$ cat config.mk
export PLATFORM = sky130hd
export DESIGN_NAME = pwrr_arbiter
export DESIGN_NICKNAME = d
export VERILOG_FILES = /design/src/rtl/pwrr_pkg.sv /design/src/rtl/pwrr_cfg.sv /design/src/rtl/pwrr_pick.sv /design/src/rtl/pwrr_rotate.sv /design/src/rtl/pwrr_arbiter.sv
export SDC_FILE = /design/constraint.sdc
export NUM_CORES = 1
export LEC_CHECK = 0
export BUFFER_PORTS_ARGS = -buffer_cell sky130_fd_sc_hd__buf_2
export CAP_MARGIN = 20
export CORE_ASPECT_RATIO = 1.2
export CORE_MARGIN = 3
export CORE_UTILIZATION = 56
export CTS_CLUSTER_SIZE = 8
export DETAILED_ROUTE_END_ITERATION = 10
export GPL_TIMING_DRIVEN = 0
export MAX_ROUTING_LAYER = met4
export PLACE_DENSITY = 0.75
export RECOVER_POWER = 25
export SLEW_MARGIN = 20
export SYNTH_ARGS = -nofsm -noshare
export SYNTH_HDL_FRONTEND = slang
export SYNTH_SLANG_ARGS = --single-unit
$ cat constraint.sdc
create_clock -name clk -period 30.5 [get_ports clk]
set_input_delay 4.575 -clock clk [delete_from_list [all_inputs] [get_ports clk]]
set_output_delay 4.575 -clock clk [all_outputs]
set_load 0.1 [all_outputs]
$ cat src/rtl/pwrr_pkg.sv
package pwrr_pkg;
  localparam int unsigned PORTS_DEF = 6;
  localparam int unsigned LVL_W_DEF = 2;
  localparam int unsigned WGT_W_DEF = 4;

  // Unit owner of a port: the even member when bonded, the port itself otherwise.
  function automatic int unsigned unit_lead(int unsigned idx, logic bonded);
    return bonded ? (idx & ~32'd1) : idx;
  endfunction
endpackage

$ cat src/rtl/pwrr_cfg.sv
module pwrr_cfg #(
  parameter  int unsigned NPORTS = pwrr_pkg::PORTS_DEF,
  parameter  int unsigned LVL_W  = pwrr_pkg::LVL_W_DEF,
  parameter  int unsigned WGT_W  = pwrr_pkg::WGT_W_DEF,
  localparam int unsigned IDX_W  = $clog2(NPORTS),
  localparam int unsigned NPAIRS = NPORTS / 2
) (
  input  logic                              clk,
  input  logic                              rst_n,
  input  logic                              idle,
  input  logic [NPORTS-1:0][LVL_W-1:0]      lvl_in,
  input  logic [NPORTS-1:0][WGT_W-1:0]      wgt_in,
  input  logic [NPAIRS-1:0]                 pair_in,
  input  logic [NPORTS-1:0][IDX_W-1:0]      order,
  output logic [NPORTS-1:0][LVL_W-1:0]      lvl_q,
  output logic [NPORTS-1:0][WGT_W-1:0]      wgt_q,
  output logic [NPAIRS-1:0]                 pair_q,
  output logic                              err_q
);
  logic [NPAIRS-1:0] bad;

  // Legality of each requested bond against the live scan order.
  for (genvar k = 0; k < NPAIRS; k++) begin : g_chk
    logic adj;
    always_comb begin
      adj = 1'b0;
      for (int i = 0; i < NPORTS - 1; i++) begin
        if (order[i] == IDX_W'(2 * k) && order[i + 1] == IDX_W'(2 * k + 1))
          adj = 1'b1;
      end
    end
    assign bad[k] = pair_in[k] && (!adj || (wgt_in[2 * k] != wgt_in[2 * k + 1]));
  end

  always_ff @(posedge clk) begin
    if (!rst_n) begin
      lvl_q  <= '0;
      wgt_q  <= '0;
      pair_q <= '0;
      err_q  <= 1'b0;
    end else if (idle) begin
      lvl_q  <= lvl_in;
      wgt_q  <= wgt_in;
      pair_q <= pair_in;
      err_q  <= err_q | (|bad);
    end
  end
endmodule

$ cat src/rtl/pwrr_pick.sv
module pwrr_pick #(
  parameter  int unsigned NPORTS = pwrr_pkg::PORTS_DEF,
  parameter  int unsigned LVL_W  = pwrr_pkg::LVL_W_DEF,
  localparam int unsigned IDX_W  = $clog2(NPORTS),
  localparam int unsigned NPAIRS = NPORTS / 2
) (
  input  logic [NPORTS-1:0]                 req,
  input  logic [NPORTS-1:0]                 relax,
  input  logic [NPORTS-1:0][LVL_W-1:0]      lvl_q,
  input  logic [NPAIRS-1:0]                 pair_q,
  input  logic [NPORTS-1:0][IDX_W-1:0]      order,
  output logic [IDX_W-1:0]                  win_idx,
  output logic                              win_any
);
  logic [NPORTS-1:0][LVL_W-1:0] eff;
  logic [NPORTS-1:0]            rel;
  logic [LVL_W-1:0]             best;

  // A bonded port borrows the level of the even member.
  for (genvar p = 0; p < NPORTS; p++) begin : g_eff
    if (p < 2 * NPAIRS) begin : g_pairable
      assign eff[p] = pair_q[p / 2] ? lvl_q[(p / 2) * 2] : lvl_q[p];
    end else begin : g_solo
      assign eff[p] = lvl_q[p];
    end
  end

  assign rel     = req & relax;
  assign win_any = |req;

  always_comb begin
    best = '1;
    for (int p = 0; p < NPORTS; p++) begin
      if (req[p] && eff[p] < best) best = eff[p];
    end
    win_idx = '0;
    if (|rel) begin
      for (int p = NPORTS - 1; p >= 0; p--) begin
        if (rel[p]) win_idx = IDX_W'(p);
      end
    end else begin
      for (int i = NPORTS - 1; i >= 0; i--) begin
        if (req[order[i]] && eff[order[i]] == best) win_idx = order[i];
      end
    end
  end
endmodule

$ cat src/rtl/pwrr_rotate.sv
module pwrr_rotate #(
  parameter  int unsigned NPORTS = pwrr_pkg::PORTS_DEF,
  parameter  int unsigned WGT_W  = pwrr_pkg::WGT_W_DEF,
  localparam int unsigned IDX_W  = $clog2(NPORTS),
  localparam int unsigned NPAIRS = NPORTS / 2
) (
  input  logic [NPORTS-1:0][IDX_W-1:0]      order,
  input  logic [NPORTS-1:0][WGT_W-1:0]      cnt,
  input  logic [NPORTS-1:0][WGT_W-1:0]      wgt_q,
  input  logic [NPAIRS-1:0]                 pair_q,
  input  logic                              win_any,
  input  logic [IDX_W-1:0]                  win_idx,
  output logic [NPORTS-1:0][IDX_W-1:0]      order_nx,
  output logic [NPORTS-1:0][WGT_W-1:0]      cnt_nx
);
  logic             bonded;
  logic [IDX_W-1:0] leader;
  logic [IDX_W-1:0] mate;
  logic [WGT_W:0]   inc;
  logic [WGT_W:0]   lim;
  int               k;

  assign bonded = (32'(win_idx) < 2 * NPAIRS) && pair_q[win_idx >> 1];
  assign leader = IDX_W'(pwrr_pkg::unit_lead(32'(win_idx), bonded));
  assign mate   = bonded ? (leader | IDX_W'(1)) : leader;
  assign inc    = {1'b0, cnt[leader]} + (WGT_W + 1)'(1);
  assign lim    = (wgt_q[leader] == '0) ? (WGT_W + 1)'(1) : {1'b0, wgt_q[leader]};

  always_comb begin
    order_nx = order;
    cnt_nx   = cnt;
    k        = 0;
    if (win_any) begin
      if (inc >= lim) begin
        cnt_nx[leader] = '0;
        for (int i = 0; i < NPORTS; i++) begin
          if (order[i] != leader && order[i] != mate) begin
            order_nx[k] = order[i];
            k = k + 1;
          end
        end
        order_nx[k] = leader;
        if (bonded) order_nx[k + 1] = mate;
      end else begin
        cnt_nx[leader] = inc[WGT_W-1:0];
      end
    end
  end
endmodule

$ cat src/rtl/pwrr_arbiter.sv
module pwrr_arbiter #(
  parameter  int unsigned NPORTS = pwrr_pkg::PORTS_DEF,
  parameter  int unsigned LVL_W  = pwrr_pkg::LVL_W_DEF,
  parameter  int unsigned WGT_W  = pwrr_pkg::WGT_W_DEF,
  localparam int unsigned IDX_W  = $clog2(NPORTS),
  localparam int unsigned NPAIRS = NPORTS / 2
) (
  input  logic                       clk,
  input  logic                       rst_n,
  input  logic [NPORTS-1:0]          req,
  input  logic [NPORTS-1:0]          relax,
  input  logic [NPORTS*LVL_W-1:0]    cfg_level,
  input  logic [NPORTS*WGT_W-1:0]    cfg_weight,
  input  logic [NPAIRS-1:0]          cfg_pair,
  output logic [NPORTS-1:0]          grant,
  output logic [NPORTS*IDX_W-1:0]    scan_order,
  output logic                       cfg_err
);
  logic [NPORTS-1:0][LVL_W-1:0] lvl_in, lvl_q;
  logic [NPORTS-1:0][WGT_W-1:0] wgt_in, wgt_q;
  logic [NPAIRS-1:0]            pair_q;
  logic [NPORTS-1:0][IDX_W-1:0] ord_q, ord_nx;
  logic [NPORTS-1:0][WGT_W-1:0] cnt_q, cnt_nx;
  logic [NPORTS-1:0]            grant_q;
  logic [IDX_W-1:0]             win_idx;
  logic                         win_any;

  assign lvl_in = cfg_level;
  assign wgt_in = cfg_weight;

  pwrr_cfg #(.NPORTS(NPORTS), .LVL_W(LVL_W), .WGT_W(WGT_W)) u_cfg (
    .clk     (clk),
    .rst_n   (rst_n),
    .idle    (~|req),
    .lvl_in  (lvl_in),
    .wgt_in  (wgt_in),
    .pair_in (cfg_pair),
    .order   (ord_q),
    .lvl_q   (lvl_q),
    .wgt_q   (wgt_q),
    .pair_q  (pair_q),
    .err_q   (cfg_err)
  );

  pwrr_pick #(.NPORTS(NPORTS), .LVL_W(LVL_W)) u_pick (
    .req     (req),
    .relax   (relax),
    .lvl_q   (lvl_q),
    .pair_q  (pair_q),
    .order   (ord_q),
    .win_idx (win_idx),
    .win_any (win_any)
  );

  pwrr_rotate #(.NPORTS(NPORTS), .WGT_W(WGT_W)) u_rot (
    .order    (ord_q),
    .cnt      (cnt_q),
    .wgt_q    (wgt_q),
    .pair_q   (pair_q),
    .win_any  (win_any),
    .win_idx  (win_idx),
    .order_nx (ord_nx),
    .cnt_nx   (cnt_nx)
  );

  always_ff @(posedge clk) begin
    if (!rst_n) begin
      for (int i = 0; i < NPORTS; i++) ord_q[i] <= IDX_W'(i);
      cnt_q   <= '0;
      grant_q <= '0;
    end else begin
      ord_q   <= ord_nx;
      cnt_q   <= cnt_nx;
      grant_q <= win_any ? (NPORTS'(1) << win_idx) : '0;
    end
  end

  assign grant      = grant_q;
  assign scan_order = ord_q;
endmodule

==> results of run 1 <==
registers in the layout (all words and copies together), names as in the netlist:
signal,flops
grant,6
u_cfg.err_q,1
cnt_q,24
u_cfg.wgt_q,24
u_cfg.lvl_q,12
scan_order,18
u_cfg.pair_q,3
placed cells by master (no fill, tap or decap), types with 16 or more instances in the layout:
cell type and instances:
nand2_1 191, buf_2 56, dfxtp_1 88, mux2i_1 76
xnor2_1 25, inv_1 29, clkbuf_1 88, nand3_1 38
a21oi_1 109, nor3_1 19, mux4_2 16, o21ai_0 37
nor2_1 86
routing by layer:
metal | vias up | part of all wire
li1 | 4096 | -
met2 | 482 | 0.47
met4 | 0 | 0.038
met5 | - | 0
met3 | 85 | 0.088
met1 | 4061 | 0.40
layout make-up:
class | count | area [µm²]
clock inverter | 6 | 51.3
buffer | 76 | 323
multi-input combinational | 886 | 5970
tap | 171 | 214
sequential | 88 | 1760
fill | 1341 | 5040
timing repair buffer | 76 | 348
clock buffer | 9 | 225
inverter | 32 | 120
cell families (layout without fill, tap and decap cells):
| family | count (synthesis) | count (layout) |
|---|---|---|
| buf+inv | 108 | 199 |
| xor+xnor | 42 | 42 |
| fa+ha+maj | 15 | 15 |
| simple gates | 426 | 426 |
| compound gates | 297 | 297 |
| mux | 106 | 106 |
| flops | 88 | 88 |
critical path: cells and delay by family:
kind,cells,cell delay (ns)
and+or+nand+nor,14,3.08
muxes,1,0.31
buffers and inverters,10,1.95
adders and majority gates,7,2.00
xor gates and xnor gates,1,0.23
AOI/OAI and AO/OA,15,3.91
per-stage QoR:
| step | area, µm² | worst slack [ns] | util |
|---|---|---|---|
| 6_report | 9010 | 14.67 | 0.641 |
| 3_3_place_gp | 8770 | 14.79 | 0.624 |
| 2_1_floorplan | 8170 | 16.62 | - |
| 5_1_grt | 9010 | 13.98 | 0.641 |
| 4_1_cts | 9040 | 14.91 | 0.643 |
| 3_5_place_dp | 8770 | 14.69 | 0.624 |
path summary, 6_finish.rpt:
path	startpoint	to	slack (ns)	cells after the start
worst min register to register	u_cfg.wgt_q[14]$_SDFFE_PN0N_	u_cfg.wgt_q[14]$_SDFFE_PN0N_	0.46	2
worst min-delay path	u_cfg.wgt_q[14]$_SDFFE_PN0N_	u_cfg.wgt_q[14]$_SDFFE_PN0N_	0.46	2
worst max-delay path	req[0]	scan_order[0]$_SDFFE_PN0P_	14.67	48
worst max register to register	u_cfg.pair_q[1]$_SDFFE_PN0N_	scan_order[0]$_SDFFE_PN0P_	18.53	47
==> results.sh, run 1 <==
export IMPL_synthSimpleGateAreaFrac=0.244
export IMPL_fp_dieH_um=138
export IMPL_viasPerCell=6.49
export IMPL_die_w_um=116
export IMPL_synth_edf_count=0
export IMPL_synth_most_common_cell="nand2_1"
export IMPL_grtUsageMet1=0.430
export IMPL_synth_top_family_by_area="compound AO/OA/AOI/OAI gates"
export IMPL_yosysWarnings=0
export IMPL_synth_ff_type="dfxtp_1"
export IMPL_track_usage=0.336
export IMPL_worst_path_most_repeated_cell="ha_1"
export IMPL_ys_ff_latch=88
export IMPL_yosysTopAreaCellShare=0.216
export IMPL_area_delta_synth_final_pct=10.3
export IMPL_synthMuxAreaShare=0.157
export IMPL_min_period_ns=15.83
export IMPL_post_cts_setup_buffer_count=0
export IMPL_cts_buffers=9
export IMPL_fin_setup_tns_ns=0
export IMPL_grt_max_degree=17
export IMPL_place_inst=1329
export IMPL_grt_pass1_wl_um=41800
export IMPL_synthArstFlopShare=0
export IMPL_die_area_mm2=0.0161
export IMPL_synth_area_mm2=0.00817
export IMPL_slowest_delay_ns=0.65
export IMPL_endpoint_kind="flop"
export IMPL_hold_class="reg2reg"
export IMPL_synth_adder_area_share=0.0236
export IMPL_routabilityCongestion=0.984
export IMPL_grt_util_met2=0.531
export IMPL_path_clk_slew_ns=0.06
export IMPL_synthTopCellsByArea="dfxtp_1 (22%), mux2i_1 (9.3%), nand2_1 (8.8%), a21oi_1 (6.7%), mux4_2 (4.4%)"
export IMPL_initial_core_util=0.582
export IMPL_start_kind="input port"
export IMPL_antenna_found_initial=0
export IMPL_yosysTopAreaCell="dfxtp_1"
export IMPL_core_mm2=0.0141
export IMPL_syn_num_nets=1149
export IMPL_fin_nets=1236
export IMPL_grt_remaining_overflow=0
export IMPL_syn_avg_cell_area_um2=7.55
export IMPL_setup_viol=0
export IMPL_critPathRequiredTime_ns=30.78
export IMPL_fin_crit_sh=0.519
export IMPL_clock_path_buffers=2
export IMPL_wl_per_cell_um=20.2
export IMPL_cts_sinks=88
export IMPL_drive_gt1_frac=0.124
export IMPL_grt_util_met3=0.0463
export IMPL_yosysSeqAreaShare=0.216
export IMPL_antenna_left=0
export IMPL_slew_viol_final=0
export IMPL_cpMaxStageDelayCell="clkbuf_1"
export IMPL_cts_tree="built"
export IMPL_cts_resized=0
export IMPL_drcViolationCount=0
export IMPL_wirelength_um=27200
export IMPL_row_count=47
export IMPL_clock_latency_ns=0.34
export IMPL_diodes=0
export IMPL_cts_root_buf="clkbuf_16"
export IMPL_max_cap_violations=0
export IMPL_vias=8724
export IMPL_clock_fmax_ghz=0.0632
export IMPL_gr_max_usage_layer="met2"
export IMPL_synth_cell_types=102
export IMPL_portBuffers=76
export IMPL_synth_xor_area_frac=0.0543
export IMPL_path_class="in2reg"
export IMPL_io_pins=78
export IMPL_stdcell_count=1344
export IMPL_cts_hold_buf=0
export IMPL_whs_ns=0.457
export IMPL_grt_pass1_vias=8042
export IMPL_fin_skew_ns=0.0102
export IMPL_hold_viol_final=0
export IMPL_outcome="finished, final reports clean"
export IMPL_drtIter0Drc=1149
export IMPL_synth_compound_area_frac=0.251
export IMPL_cp_data_arrival_time_ns=16.11
export IMPL_drtPass1Iterations=5
export IMPL_synth_common_cells="nand2_1 (191), a21oi_1 (109), dfxtp_1 (88), nor2_1 (86), mux2i_1 (76)"
export IMPL_hpwl_um=20800
export IMPL_max_slew_margin=0.173
export IMPL_path_max_fanout=10
export IMPL_rsz0062_at_grt="no"
export IMPL_syn_inst=1082
export IMPL_worstMarginPinSlew_ns=1.25
export IMPL_cts_htree_levels=3
Power of run 1 is left out: the tool's default activity adds up to more than one toggle a clock period on the data nets, which glitch-free logic cannot reach.
==> inputs of run 2 (changes only) <==
Settings changed: CORE_UTILIZATION 56 to 55, PLACE_DENSITY 0.75 to 0.77.
Clock period 30.5 ns to 12.92 ns, I/O delays scaled along.
==> run 2 against run 1 <==
Net effect: non-clock buffer count unchanged; final area up 1.4%; clock skew down 0.0019 ns.
==> results.sh, run 2 (synthesized netlist as in run 1, its figures left out) <==
export IMPL_n_fill_cell=1351
export IMPL_grt_pass1_wl_um=42700
export IMPL_grt_max_degree=17
export IMPL_wl_per_cell_um=20.1
export IMPL_drtIter0Drc=980
export IMPL_slowest_delay_ns=0.52
export IMPL_die_w_um=117
export IMPL_vias=8784
export IMPL_antenna_found_initial=0
export IMPL_final_area_mm2=0.00914
export IMPL_cts_root_buf="clkbuf_16"
export IMPL_path_max_fanout=10
export IMPL_drive_gt1_frac=0.135
export IMPL_row_count=48
export IMPL_area_delta_synth_final_pct=11.8
export IMPL_outcome="finished, final reports clean"
export IMPL_setup_viol=0
export IMPL_hold_class="reg2reg"
export IMPL_track_usage=0.339
export IMPL_stdcell_count=1374
export IMPL_worst_path_most_repeated_cell="ha_1"
export IMPL_path_class="in2reg"
export IMPL_viasPerCell=6.39
export IMPL_grt_pass1_vias=8294
export IMPL_place_area_mm2=0.00880
export IMPL_endpoint_kind="flop"
export IMPL_cts_tree="built"
export IMPL_mostFrequentLayoutCells="nand2_1 (191), a21oi_1 (107), dfxtp_1 (88), clkbuf_1 (86), nor2_1 (86)"
export IMPL_slew_viol_final=0
export IMPL_cts_htree_levels=3
export IMPL_die_area_mm2=0.0164
export IMPL_cts_hold_buf=0
export IMPL_path_clk_slew_ns=0.07
export IMPL_start_kind="input port"
export IMPL_fin_nets=1236
export IMPL_rsz0062_at_grt="no"
export IMPL_clock_latency_ns=0.34
export IMPL_max_slew_margin=0.220
export IMPL_hold_viol_final=0
export IMPL_path_buf_inv=9
export IMPL_drtPass1Iterations=5
export IMPL_cts_buffers=9
export IMPL_drcViolationCount=0
export IMPL_layout_commonest_cell="nand2_1"
export IMPL_fin_crit_sh=0.942
export IMPL_hpwl_um=21000
export IMPL_fp_dieH_um=140
export IMPL_fin_skew_ns=0.00835
export IMPL_routabilityCongestion=0.995
export IMPL_grt_remaining_overflow=0
export IMPL_antenna_left=0
export IMPL_post_cts_setup_buffer_count=0
export IMPL_portBuffers=76
export IMPL_cts_sinks=88
export IMPL_cp_data_arrival_time_ns=12.46
export IMPL_initial_core_util=0.565
export IMPL_min_period_ns=12.17
export IMPL_clock_path_buffers=2
export IMPL_worstMarginPinSlew_ns=1.18
export IMPL_cp_top_family="compound AO/OA/AOI/OAI gates"
export IMPL_critPathRequiredTime_ns=13.21
export IMPL_wirelength_um=27600
export IMPL_max_cap_violations=0
export IMPL_io_pins=78
export IMPL_core_mm2=0.0145
export IMPL_cpMaxStageDelayCell="a2111o_1"
export IMPL_clock_fmax_ghz=0.0822
export IMPL_place_inst=1358
export IMPL_diodes=0
-- run 2: changes by cell type in the layout (fill, tap and decap cells not counted), sizes merged --
cell / previous run / this run
bufinv: 0 / 1
inv: 32 / 31
clkinvlp: 3 / 1
clkinv: 3 / 6
-- run 2: what timing repair did --
action	CTS	global route
resized for setup	1	17
setup endpoints to repair	2	18
hold endpoints to repair	0	0
pin swaps	0	1
-- run 2: worst reg2reg max path: cells and delay by family, from the launching register on --
family          cells  cell delay, ns
buf+inv             8            1.41
flops               1            0.30
simple gates       16            3.15
xor+xnor            1            0.18
fa+ha+maj           7            2.07
mux                 3            1.06
compound gates     14            2.78
-- run 2: area by class of cell --
cell class / count / area [µm²] / share of cell area
well taps: 200 / 250 / 0.0274
repair buffers: 76 / 348 / 0.0381
multi-input cells: 886 / 6030 / 0.659
clock inverters: 7 / 80.1 / 0.00876
inverters: 32 / 120 / 0.0131
clock buffers: 9 / 225 / 0.0246
plain buffers: 76 / 328 / 0.0359
flip-flops and latches: 88 / 1760 / 0.193
-- run 2: path summary, 6_finish.rpt --
path	from	to	slack, ns	cells after the start
worst min-delay path	u_cfg.wgt_q[20]$_SDFFE_PN0N_	u_cfg.wgt_q[20]$_SDFFE_PN0N_	0.46	2
worst max register to register	u_cfg.pair_q[1]$_SDFFE_PN0N_	scan_order[13]$_SDFFE_PN0P_	1.92	49
worst min register to register	u_cfg.wgt_q[20]$_SDFFE_PN0N_	u_cfg.wgt_q[20]$_SDFFE_PN0N_	0.46	2
worst max-delay path	req[0]	scan_order[13]$_SDFFE_PN0P_	0.75	50
-- run 2: routing by layer --
metal / up-vias / track usage / share of wire
met5: - / - / 0
met4: 0 / 0.164 / 0.048
met3: 112 / 0.0500 / 0.095
met2: 505 / 0.524 / 0.46
met1: 4051 / 0.430 / 0.39
li1: 4116 / - / -
-- run 2: per-stage QoR --
| step | setup TNS [ns] | hold WS [ns] | util | setup WS (ns) |
|---|---|---|---|---|
| global placement | -0.444 | 0.443 | 0.608 | -0.177 |
| floorplan | 0 | 0.436 | - | 1.68 |
| global route | 0 | 0.476 | 0.631 | 0.0327 |
| finish | 0 | 0.456 | 0.631 | 0.750 |
| detailed placement | -2.15 | 0.448 | 0.608 | -0.340 |
| CTS | 0 | 0.456 | 0.629 | 0.214 |
Power of run 2 is left out for the same reason.
